**config.mk**
```make
export PLATFORM = sky130hd
export DESIGN_NAME = thm_hot_pin_monitor
export DESIGN_NICKNAME = d
export VERILOG_FILES = /design/src/rtl/thm_pkg.sv /design/src/rtl/thm_reset_sync.sv /design/src/rtl/thm_pin_sync.sv /design/src/rtl/thm_toggle_guard.sv /design/src/rtl/thm_pin_hold.sv /design/src/rtl/thm_hot_pin_monitor.sv
export SDC_FILE = /design/constraint.sdc
export NUM_CORES = 1
export LEC_CHECK = 0
export ABC_AREA = 0
export BUFFER_PORTS_ARGS = -buffer_cell sky130_fd_sc_hd__buf_2
export CORE_UTILIZATION = 45
export DETAILED_ROUTE_END_ITERATION = 10
export HOLD_SLACK_MARGIN = 0.06
export SYNTH_ARGS = -nofsm -noshare
export SYNTH_HDL_FRONTEND = slang
export SYNTH_SLANG_ARGS = --single-unit
```
**constraint.sdc**
```tcl
create_clock -name clk -period 1.55 [get_ports clk]
set_input_delay 0.155 -clock clk [delete_from_list [all_inputs] [get_ports clk]]
set_output_delay 0.155 -clock clk [all_outputs]
set_load 0.03 [all_outputs]
```
**src/rtl/thm_pkg.sv**
```systemverilog
package thm_pkg;

  typedef enum logic [1:0] {
    PKG_ACTIVE = 2'b00,
    PKG_C3     = 2'b01,
    PKG_C6     = 2'b10,
    PKG_C7     = 2'b11
  } pkg_idle_e;

endpackage

```
**src/rtl/thm_reset_sync.sv**
```systemverilog
module thm_reset_sync #(
  parameter int STAGES = 2
) (
  input  logic clk,
  input  logic rst_n,
  output logic rst_sync_n
);

  logic [STAGES-1:0] chain_q;

  always_ff @(posedge clk or negedge rst_n) begin
    if (!rst_n) chain_q <= '0;
    else        chain_q <= {chain_q[STAGES-2:0], 1'b1};
  end

  assign rst_sync_n = chain_q[STAGES-1];

endmodule

```
**src/rtl/thm_pin_sync.sv**
```systemverilog
module thm_pin_sync #(
  parameter int SYNC_STAGES = 2
) (
  input  logic clk,
  input  logic rst_n,
  input  logic pin_raw_i,
  output logic pin_lvl_o,
  output logic fall_o,
  output logic rise_o
);

  logic [SYNC_STAGES-1:0] stage_q;
  logic                   prev_q;

  // first stage samples the raw pin; the rest form the chain (idle level is high)
  always_ff @(posedge clk or negedge rst_n) begin
    if (!rst_n) stage_q[0] <= 1'b1;
    else        stage_q[0] <= pin_raw_i;
  end

  for (genvar g = 1; g < SYNC_STAGES; g++) begin : g_stage
    always_ff @(posedge clk or negedge rst_n) begin
      if (!rst_n) stage_q[g] <= 1'b1;
      else        stage_q[g] <= stage_q[g-1];
    end
  end

  assign pin_lvl_o = stage_q[SYNC_STAGES-1];

  always_ff @(posedge clk or negedge rst_n) begin
    if (!rst_n) prev_q <= 1'b1;
    else        prev_q <= pin_lvl_o;
  end

  assign fall_o = prev_q & ~pin_lvl_o;
  assign rise_o = ~prev_q & pin_lvl_o;

endmodule

```
**src/rtl/thm_toggle_guard.sv**
```systemverilog
module thm_toggle_guard #(
  parameter int WINDOW_TICKS = 1500,
  parameter int TOGGLE_LIMIT = 1
) (
  input  logic clk,
  input  logic rst_n,
  input  logic edge_i,
  input  logic tick_i,
  input  logic clr_i,
  output logic force_o
);

  localparam int CNT_W  = (WINDOW_TICKS > 1) ? $clog2(WINDOW_TICKS) : 1;
  localparam int EDGE_W = $clog2(TOGGLE_LIMIT + 1);
  localparam logic [CNT_W-1:0]  LAST_TICK = CNT_W'(WINDOW_TICKS - 1);
  localparam logic [EDGE_W-1:0] EDGE_MAX  = EDGE_W'(TOGGLE_LIMIT);

  logic              open_q,  open_n;
  logic [CNT_W-1:0]  cnt_q,   cnt_n;
  logic [EDGE_W-1:0] edges_q, edges_n;
  logic              force_q, force_n;
  logic              trip;

  always_comb begin
    open_n  = open_q;
    cnt_n   = cnt_q;
    edges_n = edges_q;
    trip    = 1'b0;
    if (open_q) begin
      // edge check comes before closing, so an edge on the final tick still counts
      if (edge_i) begin
        if (edges_q >= EDGE_MAX) trip = 1'b1;
        else                     edges_n = edges_q + 1'b1;
      end
      if (tick_i) begin
        if (cnt_q == LAST_TICK) open_n = 1'b0;
        else                    cnt_n  = cnt_q + 1'b1;
      end
    end else if (edge_i) begin
      open_n  = 1'b1;
      cnt_n   = '0;
      edges_n = EDGE_W'(1);
    end
    force_n = trip | (force_q & ~clr_i);
  end

  always_ff @(posedge clk or negedge rst_n) begin
    if (!rst_n) begin
      open_q  <= 1'b0;
      cnt_q   <= '0;
      edges_q <= '0;
      force_q <= 1'b0;
    end else begin
      open_q  <= open_n;
      cnt_q   <= cnt_n;
      edges_q <= edges_n;
      force_q <= force_n;
    end
  end

  assign force_o = force_q;

endmodule

```
**src/rtl/thm_pin_hold.sv**
```systemverilog
module thm_pin_hold (
  input  logic       clk,
  input  logic       rst_n,
  input  logic [1:0] idle_i,
  input  logic       overtemp_i,
  output logic       pulldown_o
);

  import thm_pkg::*;

  logic      drive_q, drive_n;
  pkg_idle_e idle_st;

  assign idle_st = pkg_idle_e'(idle_i);

  always_comb begin
    unique case (idle_st)
      PKG_ACTIVE:     drive_n = overtemp_i;
      PKG_C3, PKG_C6: drive_n = drive_q & overtemp_i;
      PKG_C7:         drive_n = 1'b0;
      default:        drive_n = 1'b0;
    endcase
  end

  always_ff @(posedge clk or negedge rst_n) begin
    if (!rst_n) drive_q <= 1'b0;
    else        drive_q <= drive_n;
  end

  assign pulldown_o = drive_q;

endmodule

```
**src/rtl/thm_hot_pin_monitor.sv**
```systemverilog
module thm_hot_pin_monitor #(
  parameter int SYNC_STAGES  = 2,
  parameter int WINDOW_TICKS = 1500,
  parameter int TOGGLE_LIMIT = 1
) (
  input  logic       clk,
  input  logic       rst_n,
  input  logic       pin_in,
  input  logic       overtemp_i,
  input  logic [1:0] idle_state_i,
  input  logic       irq_assert_en_i,
  input  logic       irq_deassert_en_i,
  input  logic       us_tick_i,
  input  logic       force_clr_i,
  output logic       pin_pulldown_o,
  output logic       throttle_o,
  output logic       force_min_o,
  output logic       irq_assert_o,
  output logic       irq_deassert_o
);

  logic rst_int_n;
  logic pin_lvl, pin_fall, pin_rise, pin_edge;
  logic throttle_q, throttle_n;
  logic irq_a_q, irq_a_n;
  logic irq_d_q, irq_d_n;

  thm_reset_sync #(.STAGES(2)) u_rst (
    .clk        (clk),
    .rst_n      (rst_n),
    .rst_sync_n (rst_int_n)
  );

  thm_pin_sync #(.SYNC_STAGES(SYNC_STAGES)) u_sync (
    .clk       (clk),
    .rst_n     (rst_int_n),
    .pin_raw_i (pin_in),
    .pin_lvl_o (pin_lvl),
    .fall_o    (pin_fall),
    .rise_o    (pin_rise)
  );

  assign pin_edge = pin_fall | pin_rise;

  thm_toggle_guard #(
    .WINDOW_TICKS (WINDOW_TICKS),
    .TOGGLE_LIMIT (TOGGLE_LIMIT)
  ) u_guard (
    .clk     (clk),
    .rst_n   (rst_int_n),
    .edge_i  (pin_edge),
    .tick_i  (us_tick_i),
    .clr_i   (force_clr_i),
    .force_o (force_min_o)
  );

  thm_pin_hold u_hold (
    .clk        (clk),
    .rst_n      (rst_int_n),
    .idle_i     (idle_state_i),
    .overtemp_i (overtemp_i),
    .pulldown_o (pin_pulldown_o)
  );

  always_comb begin
    throttle_n = overtemp_i | ~pin_lvl;
    irq_a_n    = pin_fall & irq_assert_en_i;
    irq_d_n    = pin_rise & irq_deassert_en_i;
  end

  always_ff @(posedge clk or negedge rst_int_n) begin
    if (!rst_int_n) begin
      throttle_q <= 1'b0;
      irq_a_q    <= 1'b0;
      irq_d_q    <= 1'b0;
    end else begin
      throttle_q <= throttle_n;
      irq_a_q    <= irq_a_n;
      irq_d_q    <= irq_d_n;
    end
  end

  assign throttle_o     = throttle_q;
  assign irq_assert_o   = irq_a_q;
  assign irq_deassert_o = irq_d_q;

endmodule

```
==> results of run 1 <==
==> placed cells by master (no fill, tap or decap), types with 2 or more instances in the layout <==
cell type / n
buf_4: 32
dfrtp_1: 19
buf_2: 14
nand2_1: 9
dlygate4sd3_1: 6
inv_1: 4
a22o_1: 4
o21ai_0: 3
and2_1: 3
nand2b_1: 3
ha_1: 3
clkbuf_4: 3
buf_6: 3
dfstp_2: 3
a21oi_1: 2
nor2b_1: 2
nand3b_1: 2
o31ai_2: 2
or2_4: 2
mux2_4: 2
a21o_1: 2
nand3_1: 2
nor3_1: 2
and3_1: 2
a211o_1: 2
ha_4: 2
==> power by group through the flow <==
stage	Clock (uW)	Sequential, uW	Combinational, uW
3_5_place_dp	0	771	460
6_report	283	753	646
5_1_grt	316	765	707
3_3_place_gp	0	766	447
4_1_cts	291	748	593
2_1_floorplan	0	806	181
==> per-layer routing <==
| metal | wire [um] | up-vias | global-route usage [%] |
|---|---|---|---|
| li1 | - | 480 | - |
| met1 | 1180 | 485 | 29.1 |
| met2 | 1410 | 35 | 40.0 |
| met3 | 125 | 8 | 2.05 |
| met4 | 55 | 0 | 7.66 |
| met5 | 0 | - | 0 |
==> area by class of cell <==
| class | count | area [sq um] |
|---|---|---|
| Fill cell | 160 | 584 |
| Multi-Input combinational cell | 73 | 626 |
| Clock inverter | 1 | 5.00 |
| Timing Repair Buffer | 55 | 404 |
| Clock buffer | 3 | 22.5 |
| Tap cell | 28 | 35.0 |
| Sequential cell | 23 | 581 |
| Inverter | 5 | 18.8 |
==> cell families (layout without fill, tap and decap cells) <==
group	count (synthesis)	in the layout	synth area share, %
AOI/OAI and AO/OA	20	20	13.1
xor gates and xnor gates	2	2	1.58
adders and majority gates	5	5	5.63
buffers and inverters	7	64	2.59
DFF	23	23	52.1
muxes	3	3	2.93
other	1	1	0.338
and+or+nand+nor	41	42	21.7
==> worst max-delay path, delay by kind of cell, from the launching register on <==
family	cells	cell delay, ps
buffers and inverters	2	220
DFF	1	420
AOI/OAI and AO/OA	1	190
muxes	1	310
and+or+nand+nor	2	420
==> state kept, by name, summed over array words and instances, names as in the netlist <==
register           cells
u_rst.chain_q          2
throttle_o             1
u_guard.open_q         1
u_guard.cnt_q         11
irq_assert_o           1
u_guard.force_o        1
u_guard.edges_q        1
u_hold.pulldown_o      1
u_sync.stage_q         1
u_sync.pin_lvl_o       1
u_sync.prev_q          1
irq_deassert_o         1
==> what timing repair did <==
item,4_1_cts,5_1_grt
pin swaps,11,11
buffers inserted,5,6
hold buffers,6,0
resized for setup,16,10
cloned,1,0
endpoints found under the hold margin,7,0
endpoints found under the setup margin,9,11
==> worst max-delay path by stage <==
stage,from,to,slack (ps)
after detailed placement,u_guard.cnt_q[9],u_guard.cnt_q[3],-150
after global placement,u_sync.pin_lvl_o,u_guard.cnt_q[0],-130
after global routing,u_guard.cnt_q[0],u_guard.cnt_q[2],-160
final,u_guard.cnt_q[0],u_guard.cnt_q[7],-100
after CTS,u_guard.cnt_q[0],u_guard.cnt_q[3],-90
after floorplan,u_sync.pin_lvl_o,u_guard.cnt_q[0],-130
==> stage by stage <==
stage,worst slack [ps],util [%]
6_report,-102,74.3
5_1_grt,-164,74.3
4_1_cts,-94.7,70.6
3_5_place_dp,-150,61.6
3_3_place_gp,-125,61.6
2_1_floorplan,-126,-
==> results.yml, run 1 <==
status:
  status: "finished, violations left"
  violations: "setup timing"
worst_setup_path:
  cp.arrival_ps: 1870
  slowest_delay_ps: 420
  rrSetupSlack_ps: -100
  critPathLaunchType: "register"
  crit_path_cell_trace: "buf_6 -> buf_6 -> nand3_4 -> or3_4 -> mux2_4 -> a22o_1"
  setup.worst_path.end_class: "register"
  critPathSlowestCell: "dfrtp_1"
  worstPathRequired_ps: 1760
  critical_path_class: "reg2reg"
  cp_common_cell: "buf_6"
  worstPathMaxFanout: 2
  r2r-end: "u_guard.cnt_q[7]"
  r2r_cells: 6
  r2r-start: "u_guard.cnt_q[0]"
yosys:
  synthFlopType: "dfrtp_1"
  netlist_instances: 102
  ys_warn_count: 0
  synth_top_cell_area_share_pct: 45.0
  ys_ff_latch: 23
  synth_nets: 117
  async_flop_share_pct: 100
  syn_area_per_cell_sq_um: 10.9
  synth_area_sq_mm: 0.00111
  ys_seq_area_share_pct: 52.1
  synth_area_leaders: "dfrtp_1 45%, dfstp_2 7.1%, ha_1 5.6%"
  synth_most_common_cell: "dfrtp_1"
  synth_common_cells: "20 x dfrtp_1, 9 x nand2_1, 5 x ha_1, 5 x inv_1, 5 x o21ai_0"
  synth_area_leader_cell: "dfrtp_1"
  synth_edf_count: 0
  synth_cell_type_count: 38
drt:
  num_vias: 1008
  drtAntennaViolNets: 0
  wl_um: 2770
  firstDrtPassIters: 4
  drc: 0
  vias_per_cell: 5.36
  post_drt_wl_per_cell_um: 14.7
  drtIter0Drc: 40
sta:
  skew_ps: 7.15
  drv_slew: 0
  fin_crit_ps: 1650
  setup_viol: 10
  max_freq_ghz: 0.605
  rsz0062_at_grt: "true"
  finalHoldViolations: 0
  layout_setup_ws_ps: -102
  timing.hold.ws_ps: 133
  fin_crit_sh_pct: 107
  tns_ps: -536
clocking:
  clkTransAtPathRegs_ps: 130
  root_buffer: "clkbuf_4"
  tritoncts: "yes"
  cts_buffers: 3
  clkLatencyLatePin_ps: 320
  cts-htree-levels: 1
  cts.sinks: 23
  cts_buffer_depth: 2
finish:
  nNetsFinal: 176
  antennaDiodeCount: 0
  drive_above_1_share_pct: 48.8
  stdcell_count: 188
  final_area_sq_mm: 0.00169
  area_growth_pct: 52.3
power:
  intPower_uw: 1140
  power_uw: 1680
  p_clk_share_pct: 16.8
  leakage_uw: 0.000839
  netSwitchingFraction_pct: 32.1
  seqPwrFrac_pct: 44.8
  p_per_area_mw_per_mm2: 995
  irDropWorstVdd_mv: 0.779
  p_sw_uw: 539
  pwr-share-comb_pct: 38.4
die:
  die_w_um: 51.7
  core-area_sq_mm: 0.00228
  die_h_um: 51.7
  io_pins: 15
  initial_core_util_pct: 48.8
  dieArea_sq_mm: 0.00267
  rows: 17
run:
  drv_cap: 0
placed_design:
  numPortBuffers: 14
  gp_congestion: 0.807
  postPlaceCellArea_sq_mm: 0.00140
  dpl.cell_count: 166
  hpwl_um: 1770
grt:
  antenna_found_initial: 0
  grt_pass1_vias: 1019
  grtUsageTotal_pct: 22.7
  grt_max_degree: 14
  grt_pass1_wl_um: 4450
  gr-total-overflow: 0
worst_hold_path:
  hold_path.class: "in2async"
No activity file was read; power rests on OpenSTA's default activity.
==> run 2, diff against run 1 <==
- PLACE_DENSITY: unset -> 0.68
==> run 2 against run 1 <==
  * Hold slack improved by 1.7 ps
  * Clock power rose by 5%
  * Critical endpoint is now u_guard.cnt_q[3]
  * Combinational power fell by 12%
  * Cell count fell by 2.7%
  * Setup slack improved by 51 ps
  * Critical path type unchanged
  * The flow still finishes with violations (setup timing)
  * Global-route usage rose by 1.1 points
  * Highest routed layer unchanged
==> results.yml, run 2 (same netlist as run 1, synthesis figures left out) <==
power:
  p_per_area_mw_per_mm2: 998
  seqPwrFrac_pct: 46.8
  leakage_uw: 0.000806
  irDropWorstVdd_mv: 0.783
  intPower_uw: 1110
  netSwitchingFraction_pct: 32.2
  pwr-share-comb_pct: 35.0
  p_sw_uw: 527
  p_clk_share_pct: 18.3
die:
  initial_core_util_pct: 48.8
  core-area_sq_mm: 0.00228
  die_h_um: 51.7
  io_pins: 15
  dieArea_sq_mm: 0.00267
  rows: 17
  die_w_um: 51.7
placed_design:
  gp_congestion: 0.875
  postPlaceCellArea_sq_mm: 0.00140
  numPortBuffers: 14
  hpwl_um: 1790
  dpl.cell_count: 166
clocking:
  cts-htree-levels: 1
  cts_buffers: 3
  tritoncts: "yes"
  cts_buffer_depth: 2
  clkLatencyLatePin_ps: 320
  clkTransAtPathRegs_ps: 140
  root_buffer: "clkbuf_4"
  cts.sinks: 23
drt:
  vias_per_cell: 5.33
  drc: 0
  drtIter0Drc: 26
  post_drt_wl_per_cell_um: 14.5
  firstDrtPassIters: 4
  num_vias: 975
  wl_um: 2660
  drtAntennaViolNets: 0
sta:
  rsz0062_at_grt: "true"
  fin_crit_ps: 1600
  finalHoldViolations: 0
  drv_slew: 0
  layout_setup_ws_ps: -50.8
  max_freq_ghz: 0.625
  tns_ps: -128
  setup_viol: 4
  skew_ps: 0.884
  fin_crit_sh_pct: 103
finish:
  nNetsFinal: 171
  drive_above_1_share_pct: 45.8
  area_growth_pct: 47.3
  fill_cells: 158
  largest_registers: "u_guard.cnt_q: 11 flops, u_rst.chain_q: 2 flops"
  final_cell_mix: "28 x buf_4, 20 x dfrtp_1, 14 x buf_2"
  antennaDiodeCount: 0
  layout.area.seq_sq_um: 579
  stdcell_count: 183
  multi_input_area_sq_um: 611
  final_area_sq_mm: 0.00164
  final_common_cell: "buf_4"
  largest_register_ffs: 11
  largest_register: "u_guard.cnt_q"
worst_setup_path:
  worstPathMaxFanout: 5
  r2r-start: "u_guard.cnt_q[1]"
  rrSetupSlack_ps: -50
  worstPathRequired_ps: 1780
  cp.arrival_ps: 1830
  r2r_cells: 5
  setup.worst_path.end_class: "register"
  r2r-end: "u_guard.cnt_q[3]"
  critPathLaunchType: "register"
  critical_path_class: "reg2reg"
grt:
  antenna_found_initial: 0
  grt_max_degree: 15
  grtUsageTotal_pct: 23.9
  grt_pass1_wl_um: 4590
  grt_pass1_vias: 1055
  gr-total-overflow: 0
status:
  violations: "setup timing"
  status: "finished, violations left"
run:
  drv_cap: 0
worst_hold_path:
  hold_path.class: "reg2async"
run 2: cell count changes in the layout (fill, tap and decap cells not counted), sizes merged:
| cell | delta |
|---|---|
| clkinvlp | +1 |
| clkinv | -1 |
| buf | -5 |
run 2: worst max-delay path: stages, from the launching register on:
cell	delay [ps]
dfrtp_1	440
ha_4	180
nand2b_4	70
o41a_1	380
and3_1	170
a211o_1	260
run 2: worst max-delay path by stage:
| stage | cells after the start | to | start |
|---|---|---|---|
| final | 5 | u_guard.cnt_q[3] | u_guard.cnt_q[1] |
| after detailed placement | 6 | u_guard.cnt_q[0] | u_sync.pin_lvl_o |
| after global placement | 6 | u_guard.cnt_q[0] | u_sync.pin_lvl_o |
| after global routing | 5 | u_guard.cnt_q[3] | u_guard.cnt_q[1] |
| after CTS | 4 | u_guard.cnt_q[3] | u_guard.cnt_q[9] |
| after floorplan | 7 | u_guard.cnt_q[0] | u_sync.pin_lvl_o |
run 2: timing repair:
item | in CTS | in global routing
cloned | 1 | 0
endpoints found under the setup margin | 10 | 10
setup buffers | 5 | 1
gates resized for setup | 16 | 4
pin swaps | 11 | 3
hold buffers | 6 | 0
hold endpoints to repair | 8 | 0
run 2: routing by layer:
layer	vias to the layer above	GRT usage (%)	routed length (um)	share of wire, %
met2	27	41.3	1350	51
met4	0	11.3	42	1.6
met5	-	0	0	0
met3	5	3.51	81	3.1
met1	472	28.9	1190	45
li1	471	-	-	-
run 2: cell type report:
class	instances	area share (%)
clock buffers	3	1.38
clock inverters	1	0.459
inverters	5	1.15
multi-input cells	73	37.3
flip-flops and latches	23	35.4
well taps	28	2.14
repair buffers	50	22.2
run 2: power by group through the flow:
| stage | Combinational [uW] | Sequential [uW] | Clock, uW |
|---|---|---|---|
| final | 571 | 764 | 298 |
| after global routing | 624 | 776 | 320 |
| after CTS | 554 | 764 | 307 |
| after detailed placement | 465 | 765 | 0 |
| after global placement | 455 | 760 | 0 |
| after floorplan | 181 | 806 | 0 |
run 2: metrics by stage:
stage	power, uW	util [%]	hold WS [ps]	worst slack (ps)
after floorplan	987	-	-141	-126
after CTS	1630	70.8	104	-53.0
after global placement	1220	61.6	-61.3	-121
after detailed placement	1230	61.6	-58.2	-131
after global routing	1720	71.9	147	-109
final	1630	71.9	134	-50.8
==> run 3, diff against run 2 <==
- REMOVE_ABC_BUFFERS: unset -> 1
==> run 3 against run 2 <==
  * The run still ends with setup timing left
  * Clock skew grew 2.2 ps
  * Critical path depth grew 1
  * Combinational power shrank 1%
  * Power shrank 0.96%
  * Sequential cell count is the same
  * Critical endpoint unchanged
  * Largest cell class unchanged
  * Highest routed layer unchanged
==> results.yml, run 3 (same netlist as run 1, synthesis figures left out) <==
drt:
  drc: 0
  wl_um: 2730
  drtIter0Drc: 24
  post_drt_wl_per_cell_um: 15.3
  vias_per_cell: 5.51
  num_vias: 986
  firstDrtPassIters: 4
  drtAntennaViolNets: 0
worst_setup_path:
  r2r-start: "u_sync.pin_lvl_o"
  setup.worst_path.end_class: "register"
  worstPathMaxFanout: 5
  r2r_cells: 6
  worstPathRequired_ps: 1770
  cp.arrival_ps: 1890
  critPathLaunchType: "register"
  rrSetupSlack_ps: -120
  r2r-end: "u_guard.cnt_q[3]"
  critical_path_class: "reg2reg"
finish:
  fill_cells: 159
  drive_above_1_share_pct: 44.4
  nNetsFinal: 167
  final_cell_mix: "26 x buf_4, 20 x dfrtp_1, 14 x buf_2"
  largest_register_ffs: 11
  final_common_cell: "buf_4"
  area_growth_pct: 44.0
  largest_register: "u_guard.cnt_q"
  largest_registers: "u_guard.cnt_q: 11 flops, u_rst.chain_q: 2 flops"
  antennaDiodeCount: 0
sta:
  max_freq_ghz: 0.598
  tns_ps: -569
  slew_headroom_pct: 61.3
  fin_crit_sh_pct: 108
  layout_setup_ws_ps: -121
  tightest_slew_ps: 581
  finalHoldViolations: 0
  timing.hold.ws_ps: 106
  rsz0062_at_grt: "true"
  setup_viol: 10
  skew_ps: 3.12
  drv_slew: 0
  fin_crit_ps: 1670
status:
  violations: "setup timing"
  status: "finished, violations left"
placed_design:
  numPortBuffers: 14
  gp_congestion: 0.847
  hpwl_um: 1640
die:
  dieArea_sq_mm: 0.00267
  io_pins: 15
  initial_core_util_pct: 48.8
  die_w_um: 51.7
  die_h_um: 51.7
  core-area_sq_mm: 0.00228
  rows: 17
worst_hold_path:
  whs_endpoint: "u_guard.open_q"
  hold_start: "us_tick_i"
  holdPathStages: 2
  hold_path.class: "in2reg"
clocking:
  cts.sinks: 23
  clkLatencyLatePin_ps: 310
  tritoncts: "yes"
  cts_buffer_depth: 2
  root_buffer: "clkbuf_4"
  cts_buffers: 3
  clkTransAtPathRegs_ps: 130
  cts-htree-levels: 1
grt:
  grt_pass1_wl_um: 4350
  grtUsageTotal_pct: 22.9
  antenna_found_initial: 0
  grt_max_degree: 15
  grt_pass1_vias: 950
  gr-total-overflow: 0
power:
  p_per_area_mw_per_mm2: 1010
  irDropWorstVdd_mv: 0.624
  power_uw: 1620
  leakage_uw: 0.000791
run:
  drv_cap: 0
run 3: stage by stage:
step,setup WS [ps],std cells,cell area [sq um],utilization [%]
3_3_place_gp,-197,163,1360,59.9
2_1_floorplan,-200,100,1100,-
5_1_grt,-183,179,1600,70.3
6_report,-121,179,1600,70.3
4_1_cts,-103,178,1540,67.8
3_5_place_dp,-233,163,1360,59.9
run 3: cell type report:
cell class,count,area (sq um),share of cell area [%]
Multi-Input combinational cell,73,614,38.4
Sequential cell,23,579,36.2
Timing Repair Buffer,46,325,20.3
Tap cell,28,35.0,2.19
Clock buffer,3,22.5,1.41
Inverter,5,18.8,1.17
Clock inverter,1,5.00,0.313
run 3: routing by layer:
layer | up-vias | track usage, % | routed length [um]
li1 | 456 | - | -
met1 | 486 | 30.8 | 1180
met5 | - | 0 | 0
met4 | 0 | 13.5 | 70
met2 | 36 | 35.3 | 1380
met3 | 8 | 2.92 | 105
run 3: where the power goes:
part | switching, uW | internal (uW)
Sequential | 86.3 | 684
Clock | 187 | 96.5
Combinational | 249 | 315
run 3: timing repair:
item                       in CTS  in global routing
setup buffers                   4                  1
resized for setup              12                 10
hold endpoints to repair        7                  0
hold buffers                    6                  0
gates cloned                    1                  0
pin swaps                      13                  4
setup endpoints to repair       9                 10
run 3: how the worst max path moves through the flow:
stage                           startpoint                to  slack (ps)  cells past startpoint
after CTS                 u_guard.cnt_q[1]  u_guard.cnt_q[4]        -100                      5
after floorplan           u_sync.pin_lvl_o  u_guard.cnt_q[3]        -200                      6
after detailed placement  u_sync.pin_lvl_o  u_guard.cnt_q[4]        -230                      6
final                     u_sync.pin_lvl_o  u_guard.cnt_q[3]        -120                      6
after global routing      u_sync.pin_lvl_o  u_guard.cnt_q[3]        -180                      6
after global placement    u_sync.pin_lvl_o  u_guard.cnt_q[4]        -200                      6
run 3: critical path: stages, from the launching register on:
cell and delay [ps]:
dfstp_2 560, inv_2 40, ha_4 220, nor2_4 140, nor2_4 60, or2_4 260, a211o_1 290
